<file path="src/rtl/mmd_pkg.sv">
package mmd_pkg;
  typedef enum logic {
    STEP_ADV = 1'b0,
    STEP_RET = 1'b1
  } step_dir_e;
endpackage

</file>
<file path="src/rtl/mmd_stage.sv">
module mmd_stage (
  input  logic clk_i,
  input  logic rst_ni,
  input  logic en_i,
  input  logic tick_i,
  input  logic swallow_i,
  input  logic mod_i,
  output logic tick_o,
  output logic mod_o
);
  logic [1:0] cnt_q;
  logic [1:0] last;
  logic       at_last;

  // one extra count per full cycle when this bit of the ratio is set
  assign last    = (swallow_i & mod_i) ? 2'd2 : 2'd1;
  assign at_last = (cnt_q >= last);
  assign tick_o  = en_i & tick_i & at_last;
  assign mod_o   = en_i & mod_i & at_last;

  always_ff @(posedge clk_i or negedge rst_ni) begin
    if (!rst_ni)      cnt_q <= 2'd0;
    else if (!en_i)   cnt_q <= 2'd0;
    else if (tick_i)  cnt_q <= at_last ? 2'd0 : cnt_q + 2'd1;
  end
endmodule

</file>
<file path="src/rtl/mmd_chain.sv">
module mmd_chain #(
  parameter int NSTG = 5,
  localparam int RW = NSTG + 1,
  localparam int TW = $clog2(NSTG + 1)
) (
  input  logic          clk_i,
  input  logic          rst_ni,
  input  logic [RW-1:0] ratio_i,
  input  logic [TW-1:0] tap_i,
  output logic          pulse_o,
  output logic          bound_o
);
  logic [NSTG-1:0] stg_en, tick_in, tick_out, mod_in, mod_out, top_mask;

  assign tick_in[0] = 1'b1;

  for (genvar g = 0; g < NSTG; g++) begin : g_stg
    assign stg_en[g] = |ratio_i[RW-1:g+1];

    if (g > 0) begin : g_tick
      assign tick_in[g] = tick_out[g-1];
    end

    if (g == NSTG - 1) begin : g_top
      assign mod_in[g]   = 1'b1;
      assign top_mask[g] = stg_en[g];
    end else begin : g_mid
      // disabled upper cells present a constant modulus request
      assign mod_in[g]   = stg_en[g+1] ? mod_out[g+1] : 1'b1;
      assign top_mask[g] = stg_en[g] & ~stg_en[g+1];
    end

    mmd_stage u_stage (
      .clk_i    (clk_i),
      .rst_ni   (rst_ni),
      .en_i     (stg_en[g]),
      .tick_i   (tick_in[g]),
      .swallow_i(ratio_i[g]),
      .mod_i    (mod_in[g]),
      .tick_o   (tick_out[g]),
      .mod_o    (mod_out[g])
    );
  end

  assign bound_o = |(tick_out & top_mask);

  always_comb begin
    pulse_o = mod_out[0];
    for (int j = 1; j < NSTG; j++) begin
      if (tap_i == TW'(j) && stg_en[j]) pulse_o = mod_in[j-1];
    end
  end
endmodule

</file>
<file path="src/rtl/mmd_ctrl.sv">
module mmd_ctrl #(
  parameter int NSTG    = 5,
  parameter int DEF_DIV = 64,
  parameter int DEF_TAP = 1,
  localparam int RW = NSTG + 1,
  localparam int DW = NSTG + 2,
  localparam int TW = $clog2(NSTG + 1)
) (
  input  logic          clk_i,
  input  logic          rst_ni,
  input  logic [DW-1:0] div_i,
  input  logic [TW-1:0] tap_i,
  input  logic          step_i,
  input  logic          step_dir_i,
  input  logic          bound_i,
  output logic [RW-1:0] ratio_o,
  output logic [RW-1:0] nom_o,
  output logic [TW-1:0] tap_o,
  output logic          act_o,
  output logic          pend_o,
  output logic          done_o
);
  import mmd_pkg::*;

  localparam logic [RW-1:0] RMIN = RW'(2);
  localparam logic [RW-1:0] RMAX = '1;

  logic [RW-1:0] half, nom_d, ratio_q;
  logic [TW-1:0] tap_q;
  logic          step_q, pend_q, act_q, done_q, rise;
  step_dir_e     dir_q;

  assign half  = RW'(div_i >> 1);
  assign nom_d = (half < RMIN) ? RMIN : half;
  assign rise  = step_i & ~step_q;

  always_ff @(posedge clk_i or negedge rst_ni) begin
    if (!rst_ni) begin
      ratio_q <= RW'(DEF_DIV / 2);
      tap_q   <= TW'(DEF_TAP);
      step_q  <= 1'b0;
      pend_q  <= 1'b0;
      act_q   <= 1'b0;
      done_q  <= 1'b0;
      dir_q   <= STEP_ADV;
    end else begin
      step_q <= step_i;
      done_q <= 1'b0;
      if (rise && !pend_q && !act_q) begin
        pend_q <= 1'b1;
        dir_q  <= step_dir_e'(step_dir_i);
      end
      if (bound_i) begin
        ratio_q <= nom_d;
        tap_q   <= tap_i;
        if (pend_q) begin
          act_q  <= 1'b1;
          pend_q <= 1'b0;
        end else if (act_q) begin
          act_q  <= 1'b0;
          done_q <= 1'b1;
        end
      end
    end
  end

  always_comb begin
    ratio_o = ratio_q;
    if (act_q) begin
      if (dir_q == STEP_RET) begin
        if (ratio_q != RMAX) ratio_o = ratio_q + RW'(1);
      end else begin
        if (ratio_q != RMIN) ratio_o = ratio_q - RW'(1);
      end
    end
  end

  assign nom_o  = ratio_q;
  assign tap_o  = tap_q;
  assign act_o  = act_q;
  assign pend_o = pend_q;
  assign done_o = done_q;
endmodule

</file>
<file path="src/rtl/mmd_enable_gen.sv">
module mmd_enable_gen #(
  parameter int NSTG    = 5,
  parameter int DEF_DIV = 64,
  parameter int DEF_TAP = 1,
  localparam int RW = NSTG + 1,
  localparam int DW = NSTG + 2,
  localparam int TW = $clog2(NSTG + 1)
) (
  input  logic          clk_i,
  input  logic          rst_ni,
  input  logic [DW-1:0] div_i,
  input  logic [TW-1:0] tap_i,
  input  logic          step_i,
  input  logic          step_dir_i,
  output logic          en_o,
  output logic          step_done_o
);
  logic [RW-1:0] ratio_eff, ratio_nom;
  logic [TW-1:0] tap_q;
  logic          bound, pulse, step_act, step_pend, en_q;

  mmd_ctrl #(.NSTG(NSTG), .DEF_DIV(DEF_DIV), .DEF_TAP(DEF_TAP)) u_ctrl (
    .clk_i     (clk_i),
    .rst_ni    (rst_ni),
    .div_i     (div_i),
    .tap_i     (tap_i),
    .step_i    (step_i),
    .step_dir_i(step_dir_i),
    .bound_i   (bound),
    .ratio_o   (ratio_eff),
    .nom_o     (ratio_nom),
    .tap_o     (tap_q),
    .act_o     (step_act),
    .pend_o    (step_pend),
    .done_o    (step_done_o)
  );

  mmd_chain #(.NSTG(NSTG)) u_chain (
    .clk_i  (clk_i),
    .rst_ni (rst_ni),
    .ratio_i(ratio_eff),
    .tap_i  (tap_q),
    .pulse_o(pulse),
    .bound_o(bound)
  );

  always_ff @(posedge clk_i or negedge rst_ni) begin
    if (!rst_ni) en_q <= 1'b0;
    else         en_q <= pulse;
  end

  assign en_o = en_q;
endmodule

</file>
<file path="config.mk">
export PLATFORM = sky130hd
export DESIGN_NAME = mmd_enable_gen
export DESIGN_NICKNAME = d
export VERILOG_FILES = /design/src/rtl/mmd_pkg.sv /design/src/rtl/mmd_stage.sv /design/src/rtl/mmd_chain.sv /design/src/rtl/mmd_ctrl.sv /design/src/rtl/mmd_enable_gen.sv
export SDC_FILE = /design/constraint.sdc
export NUM_CORES = 1
export LEC_CHECK = 0
export BUFFER_PORTS_ARGS = -buffer_cell sky130_fd_sc_hd__buf_2
export CORE_ASPECT_RATIO = 1.2
export CORE_UTILIZATION = 60
export CTS_BUF_LIST = sky130_fd_sc_hd__clkbuf_16
export DETAILED_ROUTE_END_ITERATION = 8
export PLACE_DENSITY = 0.85
export SYNTH_ARGS = -nofsm -noshare
export SYNTH_HDL_FRONTEND = slang
export SYNTH_SLANG_ARGS = --single-unit
</file>
<file path="constraint.sdc">
create_clock -name clk_i -period 9.1 [get_ports clk_i]
set_clock_uncertainty 0.05 [all_clocks]
set_input_delay 0.455 -clock clk_i [delete_from_list [all_inputs] [get_ports clk_i]]
set_output_delay 0.455 -clock clk_i [all_outputs]
set_load 0.02 [all_outputs]
</file>
# Word level (Yosys, flattened, before mapping)
# Cells that the tools add are included.
# totals
input_bits,14
ff_bits,25
# classes
eq_ne,10
muxes,39
addsub,7
bitwise,33
n_lt_le_gt_ge,6
n_reduce_logical,13
# ops
op,count
$mux 2,19
$mux 6,5
$and 1x1->1,27
$mux 1,15
$add 2x1->2 const B,5
$ge 2x2->1,5
$reduce_or 5->1,2
$ne 2x1->1 const B,4
$add 6x1->6 const B,1
$eq 3x2->1 const B,2
$logic_and 1x1->1,6
$lt 6x2->1 const B,1
$ne 6x2->1 const B,1
$ne 6x6->1 const B,1
$sub 6x1->6 const B,1
$and 5x5->5,1
$not 1->1,5
$reduce_or 4->1,1
$eq 3x1->1 const B,1
$eq 3x3->1 const B,1
$reduce_or 3->1,1
$logic_not 1->1,2
$reduce_or 2->1,1

# Longest topological paths before layout
# depth
depth_word,38
depth_mapped,37
depth_no_buf,37

# Hierarchy
# Synthesis repeated with hierarchy kept, for this count alone.
# unflattened
hier_cells,213
area_unflattened_um2,2049.5
# by_module_without_submodules
module,seq_area_each_um2,cells_per_inst,instances,area_each_um2
mmd_ctrl,352.8,91,1,907.1
mmd_stage (u_chain.g_stg[1].u_stage ...),50.0,18,4,180.2
mmd_chain,0.0,31,1,217.7
mmd_stage (u_chain.g_stg[0].u_stage),50.0,18,1,178.9
mmd_enable_gen,25.0,1,1,25.0

# Least setup slack after synthesis
# Ideal clock, no wire load.
# synth_timing
kind,register to register
start,reg u_ctrl.ratio_q[0] (netlist: u_ctrl.nom_o[0])
end,reg u_ctrl.act_q (netlist: u_ctrl.act_o)
setup_slack_ns,2.027
t_arrival_ns,6.898
stages_incl_launch_ff,38
required_ns,8.925
period_less_slack_ns,7.073
setup_ns,0.125
cell_sequence,dfrtp_1 > inv_1 > ha_1 > and2b_2 > nor3b_1 > a311oi_2 > nand2_1 > inv_1 > ha_1 > nand2b_1 > a21oi_1 > nand2b_1 > nand2b_1 > ha_1 > nand2b_1 > a21oi_1 > nor2_1 > nor2_4 > [... 2 more ...] > ha_1 > nand2b_1 > a21oi_1 > a211oi_2 > o21ai_0 > ha_1 > nand2b_1 > a21oi_1 > and2_1 > nor2_1 > o21ai_0 > ha_1 > nand2b_1 > a21oi_1 > nor2_1 > a32o_2 > buf_12 > mux2_4
# synth_between
elab_chain_len,37
elab_cells_between_ends,56
cone_classes,add/sub (2); order compare (5); eq/ne (2); mux (13); bitwise (29); reduce/logical (5)
# synth_rtl
element,line_no,source
"start, declared",mmd_ctrl.sv:28,"logic [RW-1:0] half, nom_d, ratio_q;"
"start signal, assigned",mmd_ctrl.sv:39,ratio_q <= RW'(DEF_DIV / 2);
"start signal, assigned",mmd_ctrl.sv:54,ratio_q <= nom_d;
"$sub 6x1->6, or another cell as far along",mmd_ctrl.sv:73,if (ratio_q != RMIN) ratio_o = ratio_q - RW'(1);
$mux 6 (on tied branches),"mmd_ctrl.sv:73, mmd_ctrl.sv:71",
$mux 6,mmd_ctrl.sv:70,if (dir_q == STEP_RET) begin
$mux 6 *,mmd_ctrl.sv:69,if (act_q) begin
$mux 2,mmd_stage.sv:16,assign last = (swallow_i & mod_i) ? 2'd2 : 2'd1;
$ge 2x2->1,mmd_stage.sv:17,assign at_last = (cnt_q >= last);
$and 1x1->1,mmd_stage.sv:19,assign mod_o = en_i & mod_i & at_last;
$mux 1,mmd_chain.sv:29,assign mod_in[g] = stg_en[g+1] ? mod_out[g+1] : 1'b1;
[... 13 more ...],-,
$and 1x1->1,mmd_stage.sv:19,
$mux 1,mmd_chain.sv:29,
$and 1x1->1,mmd_stage.sv:16,
$mux 2,mmd_stage.sv:16,
$ge 2x2->1,mmd_stage.sv:17,
$and 1x1->1 (9 in a row),mmd_stage.sv:18,assign tick_o = en_i & tick_i & at_last;
$and 5x5->5 *,mmd_chain.sv:45,assign bound_o = |(tick_out & top_mask);
$reduce_or 5->1 *,mmd_chain.sv:45,
"end signal, assigned",mmd_ctrl.sv:43,act_q <= 1'b0;
"end signal, assigned",mmd_ctrl.sv:57,act_q <= 1'b1;
"end signal, assigned",mmd_ctrl.sv:60,act_q <= 1'b0;
"end, declared",mmd_ctrl.sv:30,"logic step_q, pend_q, act_q, done_q, rise;"
# Mark *: on every way between the ends. The rest lies on a longest branch, timed or not.
# A chain may end at the register's enable or synchronous reset.

# Final worst setup path
# layout_timing
start,reg u_ctrl.ratio_q[0] (netlist: u_ctrl.nom_o[0])
end,reg u_ctrl.ratio_q[2] (netlist: u_ctrl.nom_o[2])
# layout_between
elab_chain_len,37
elab_cells_between_ends,56
cone_classes,add/sub (2); order compare (5); eq/ne (2); mux (13); bitwise (29); reduce/logical (5)
# layout_rtl
element,line_no
"$sub 6x1->6, or another cell as far along",mmd_ctrl.sv:73
$mux 6 (on tied branches),"mmd_ctrl.sv:73, mmd_ctrl.sv:71"
$mux 6,mmd_ctrl.sv:70
$mux 6 *,mmd_ctrl.sv:69
$mux 2,mmd_stage.sv:16
$ge 2x2->1,mmd_stage.sv:17
$and 1x1->1,mmd_stage.sv:19
$mux 1,mmd_chain.sv:29
[... 13 more ...],-
$and 1x1->1,mmd_stage.sv:19
$mux 1,mmd_chain.sv:29
$and 1x1->1,mmd_stage.sv:16
$mux 2,mmd_stage.sv:16
$ge 2x2->1,mmd_stage.sv:17
$and 1x1->1 (9 in a row),mmd_stage.sv:18
$and 5x5->5 *,mmd_chain.sv:45
$reduce_or 5->1 *,mmd_chain.sv:45
# Marks and branches as above.

==> flow_results.org <==
** Status
- Status :: complete, no violations

** Routing
- Post-DR wirelength/cell :: 14.2 microns
- In the routed layout, each cell is associated on average with a via count of 6.09.
- After the first detailed-routing iteration, the DRC count stood at 58.
- Via Count :: 1,577
- Number of design rule violations left after detail routing :: 0
- Total wire length :: 3680 microns
- In this run the remaining antenna-violating nets after routing total 0.
- Drt first pass iters :: 4

** Yosys
- Count of flip-flops with a built-in enable after synthesis :: 0
- Summed over all instances, the cell type with the most area after synthesis is sky130_fd_sc_hd__dfrtp_1.
- Synthesized netlist cell count :: 210
- The Yosys step of the flow raised 0 warnings.
- Post-synth top flop :: sky130_fd_sc_hd__dfrtp_1
- Average footprint of a synthesized cell :: 9.47 sq um
- The number of nets in the synthesized netlist is 242.
- Post-synth design cell area :: 1990 sq um
- Cell types occupying the most area after synthesis :: sky130_fd_sc_hd__dfrtp_1, sky130_fd_sc_hd__ha_1, sky130_fd_sc_hd__mux2_4
- Sequential cells were found to cover 31.6% of the synthesized design area.
- Yosys cell types :: 55
- Synthesis inferred 25 register bits.
- The share of synthesized area in the top cell type comes to 28.9%.
- Proportion of synthesized flip-flops having asynchronous set or reset :: 100%

** Global routing
- Global routing used 30.1% of the available met1 tracks.
- Number of global-route vias before repair :: 1,481
- For this run the aggregate overflow at the end of global routing stands at 0.
- Wire length of the first global-routing pass :: 6350 microns
- In the global route stage, met3 resource usage came out at 3.29%.
- Antenna violations before repair :: 0
- Most used routing layer :: met2
- Met2 demand-to-capacity share in global routing :: 41.8%
- Maximum number of pins on one net before global-route repair :: 26
- Global-route usage over all layers :: 24.6%

** Final layout
- In the final layout, the share of cells above drive strength 1 is 19.7%.
- Number of nets in the finished design :: 256
- The number of antenna diodes in the final layout is 0.
- Compared with the post-synthesis result, the final layout area differs by 7.42%.

** STA
- Setup-violating endpoint count in the final report :: 0
- Setup repair after global routing missed its margin :: no
- TNS Setup :: 0 ps
- The worst pin sits at a relative slew slack of 63.2%.
- The final-report hold violation count was 0.
- For the finished layout, the period the worst path requires is 8030 ps.
- Peak Freq :: 125 MHz
- Share of the cycle needed by the critical path after routing :: 88.2%
- Final count of pins violating max slew :: 0
- Slew at the pin closest to its max-slew limit :: 552 ps

** Critical path
- Of all nets on the critical path, the largest fanout is 12.
- Slowest cell on the critical path :: sky130_fd_sc_hd__dfrtp_1
- By startpoint and endpoint, the worst setup path is classified as reg -> reg.
- STA puts the critical path data arrival time at 8130 ps.
- Crit end category :: flip-flop
- Cell type with the highest occurrence count on the critical path :: sky130_fd_sc_hd__nand2b_1
- In this design, the stage delay of the slowest critical-path cell is 500 ps.
- Startpoint kind of the worst setup timing path :: flip-flop
- Data required time at the worst endpoint :: 9200 ps

** Clock tree
- TritonCTS built the clock tree.
- Post-CTS repair timing setup buffer count :: 0
- Clock tree synthesis selected as its root buffer the cell sky130_fd_sc_hd__clkbuf_16.
- Number of sinks handled by clock tree synthesis :: 25
- Clock Path Buffers :: 2
- CTS built an H-tree with a depth of 1.
- The number of hold buffers added after CTS was 0.
- After clock tree synthesis, the clock-pin slew on the worst setup and hold paths is 70 ps.
- Clock latency on the worst-skew pair, taken at its later pin, is 260 ps.
- Number of buffers created by CTS :: 3
- After clock tree synthesis, the repair step resized 0 gates.

** Die
- Row Count :: 22
- The die is 54.6 microns wide.
- Core area :: 3110 sq um
- Die footprint :: 3550 sq um
- Die span in y :: 65.1 microns
- 16 I/O pins were placed.
- For this configuration, the core starts out at a cell density of 64.0%.

** Flow run
- Number of maximum-capacitance constraint violations :: 0

** Placement
- At the end of routability-driven placement, the weighted congestion stood at 0.905.
- DPL Wire Length :: 2770 microns
- Input and output buffers added on the ports amount to 14.

** Min path
- Path category of the worst min-delay check :: in -> async
==> Yosys cell counts (3+ instances only) <==
cell	n
sky130_fd_sc_hd__dfrtp_1	23
sky130_fd_sc_hd__inv_1	20
sky130_fd_sc_hd__nor2_1	19
sky130_fd_sc_hd__ha_1	18
sky130_fd_sc_hd__a21oi_1	15
sky130_fd_sc_hd__nand2_1	15
sky130_fd_sc_hd__nand2b_1	8
sky130_fd_sc_hd__o21ai_0	7
sky130_fd_sc_hd__mux2_4	6
sky130_fd_sc_hd__mux2_2	5
sky130_fd_sc_hd__mux2i_1	5
sky130_fd_sc_hd__nand3_1	5
sky130_fd_sc_hd__nor2b_1	5
sky130_fd_sc_hd__and2_1	4
sky130_fd_sc_hd__and3_1	4
sky130_fd_sc_hd__a211oi_1	3
sky130_fd_sc_hd__buf_4	3
sky130_fd_sc_hd__nand4_1	3
==> routing by layer <==
metal  up-vias  wire length (microns)
met4         0                     69
li1        788                      -
met5         -                      0
met3         7                    107
met1       748                   1610
met2        34                   1890
==> through the flow <==
stage	hold WS (ps)	util [%]	instances	cell area, sq um	setup WS (ps)
after CTS	137	68.7	259	2140	1080
after floorplan	109	-	210	1990	2030
after global routing	163	68.7	259	2140	358
after global placement	421	66.0	255	2050	1300
after detailed placement	429	66.0	255	2050	1120
final	122	68.7	259	2140	1070
==> layout by cell type, fill, tap and decap left out, types with 2 or more instances in the layout <==
cell / count
sky130_fd_sc_hd__nand4_1: 3
sky130_fd_sc_hd__nand2_1: 15
sky130_fd_sc_hd__mux2_2: 5
sky130_fd_sc_hd__dfrtp_1: 23
sky130_fd_sc_hd__and2_1: 4
sky130_fd_sc_hd__and3_1: 4
sky130_fd_sc_hd__buf_2: 14
sky130_fd_sc_hd__mux2_4: 6
sky130_fd_sc_hd__ha_1: 18
sky130_fd_sc_hd__a211oi_1: 3
sky130_fd_sc_hd__nand3_1: 5
sky130_fd_sc_hd__mux2i_1: 5
sky130_fd_sc_hd__dfstp_2: 2
sky130_fd_sc_hd__o21ai_0: 7
sky130_fd_sc_hd__nor4b_1: 2
sky130_fd_sc_hd__nor2_1: 19
sky130_fd_sc_hd__a311oi_1: 2
sky130_fd_sc_hd__a21o_1: 2
sky130_fd_sc_hd__nand2b_1: 8
sky130_fd_sc_hd__nor3_1: 2
sky130_fd_sc_hd__a21oi_1: 15
sky130_fd_sc_hd__inv_1: 20
sky130_fd_sc_hd__clkbuf_16: 3
sky130_fd_sc_hd__nor2b_1: 5
==> logic make-up after synthesis <==
kind of cell	Yosys count	share of synthesized area, %
adder cells (fa/ha/maj)	18	11.3
flip-flops	25	31.6
AND/OR/NAND/NOR	78	22.8
multiplexers	16	9.87
AO/OA/AOI/OAI	46	17.2
XOR/XNOR	1	0.440
buffers and inverters	26	6.73
==> path summary, 6_finish.rpt <==
path                                                endpoint  slack [ps]  cells after the start                              start
setup / recovery                             u_ctrl.nom_o[2]        1070                     36                    u_ctrl.nom_o[0]
hold / removal                                 u_ctrl.done_o         120                      1                             rst_ni
setup reg to reg                             u_ctrl.nom_o[2]        1070                     36                    u_ctrl.nom_o[0]
hold reg to reg            u_chain.g_stg[3].u_stage.cnt_q[0]         470                      2  u_chain.g_stg[3].u_stage.cnt_q[0]
max in group asynchronous                    u_ctrl.tap_o[0]        8510                      1                             rst_ni
min in group clk_i                             u_ctrl.step_q         260                      1                             step_i
==> flip-flops by register name, indices dropped and copies added, names as in the netlist <==
name	cells
u_ctrl.dir_q	1
u_ctrl.step_q	1
u_ctrl.done_o	1
u_ctrl.nom_o	6
en_o	1
u_ctrl.act_o	1
u_chain.g_stg.u_stage.cnt_q	10
u_ctrl.pend_o	1
u_ctrl.tap_o	3
==> worst max-delay path, delay by kind of cell (launching register included) <==
| kind | cells | cell delay (ps) |
|---|---|---|
| AOI/OAI and AO/OA | 11 | 2790 |
| adders and majority gates | 6 | 1400 |
| buffers and inverters | 2 | 210 |
| DFF | 1 | 500 |
| muxes | 1 | 380 |
| and+or+nand+nor | 16 | 2580 |
==> layout make-up <==
type	instances	area, sq um
clock inverter	1	8.76
sequential	25	628
multi-input combinational	159	1230
timing repair buffer	15	77.6
clock buffer	3	75.1
tap	36	45.0
fill	261	973
inverter	20	75.1
Power is not shown: default switching activity piles up to over one toggle a cycle in this logic, so the estimate is an artifact.
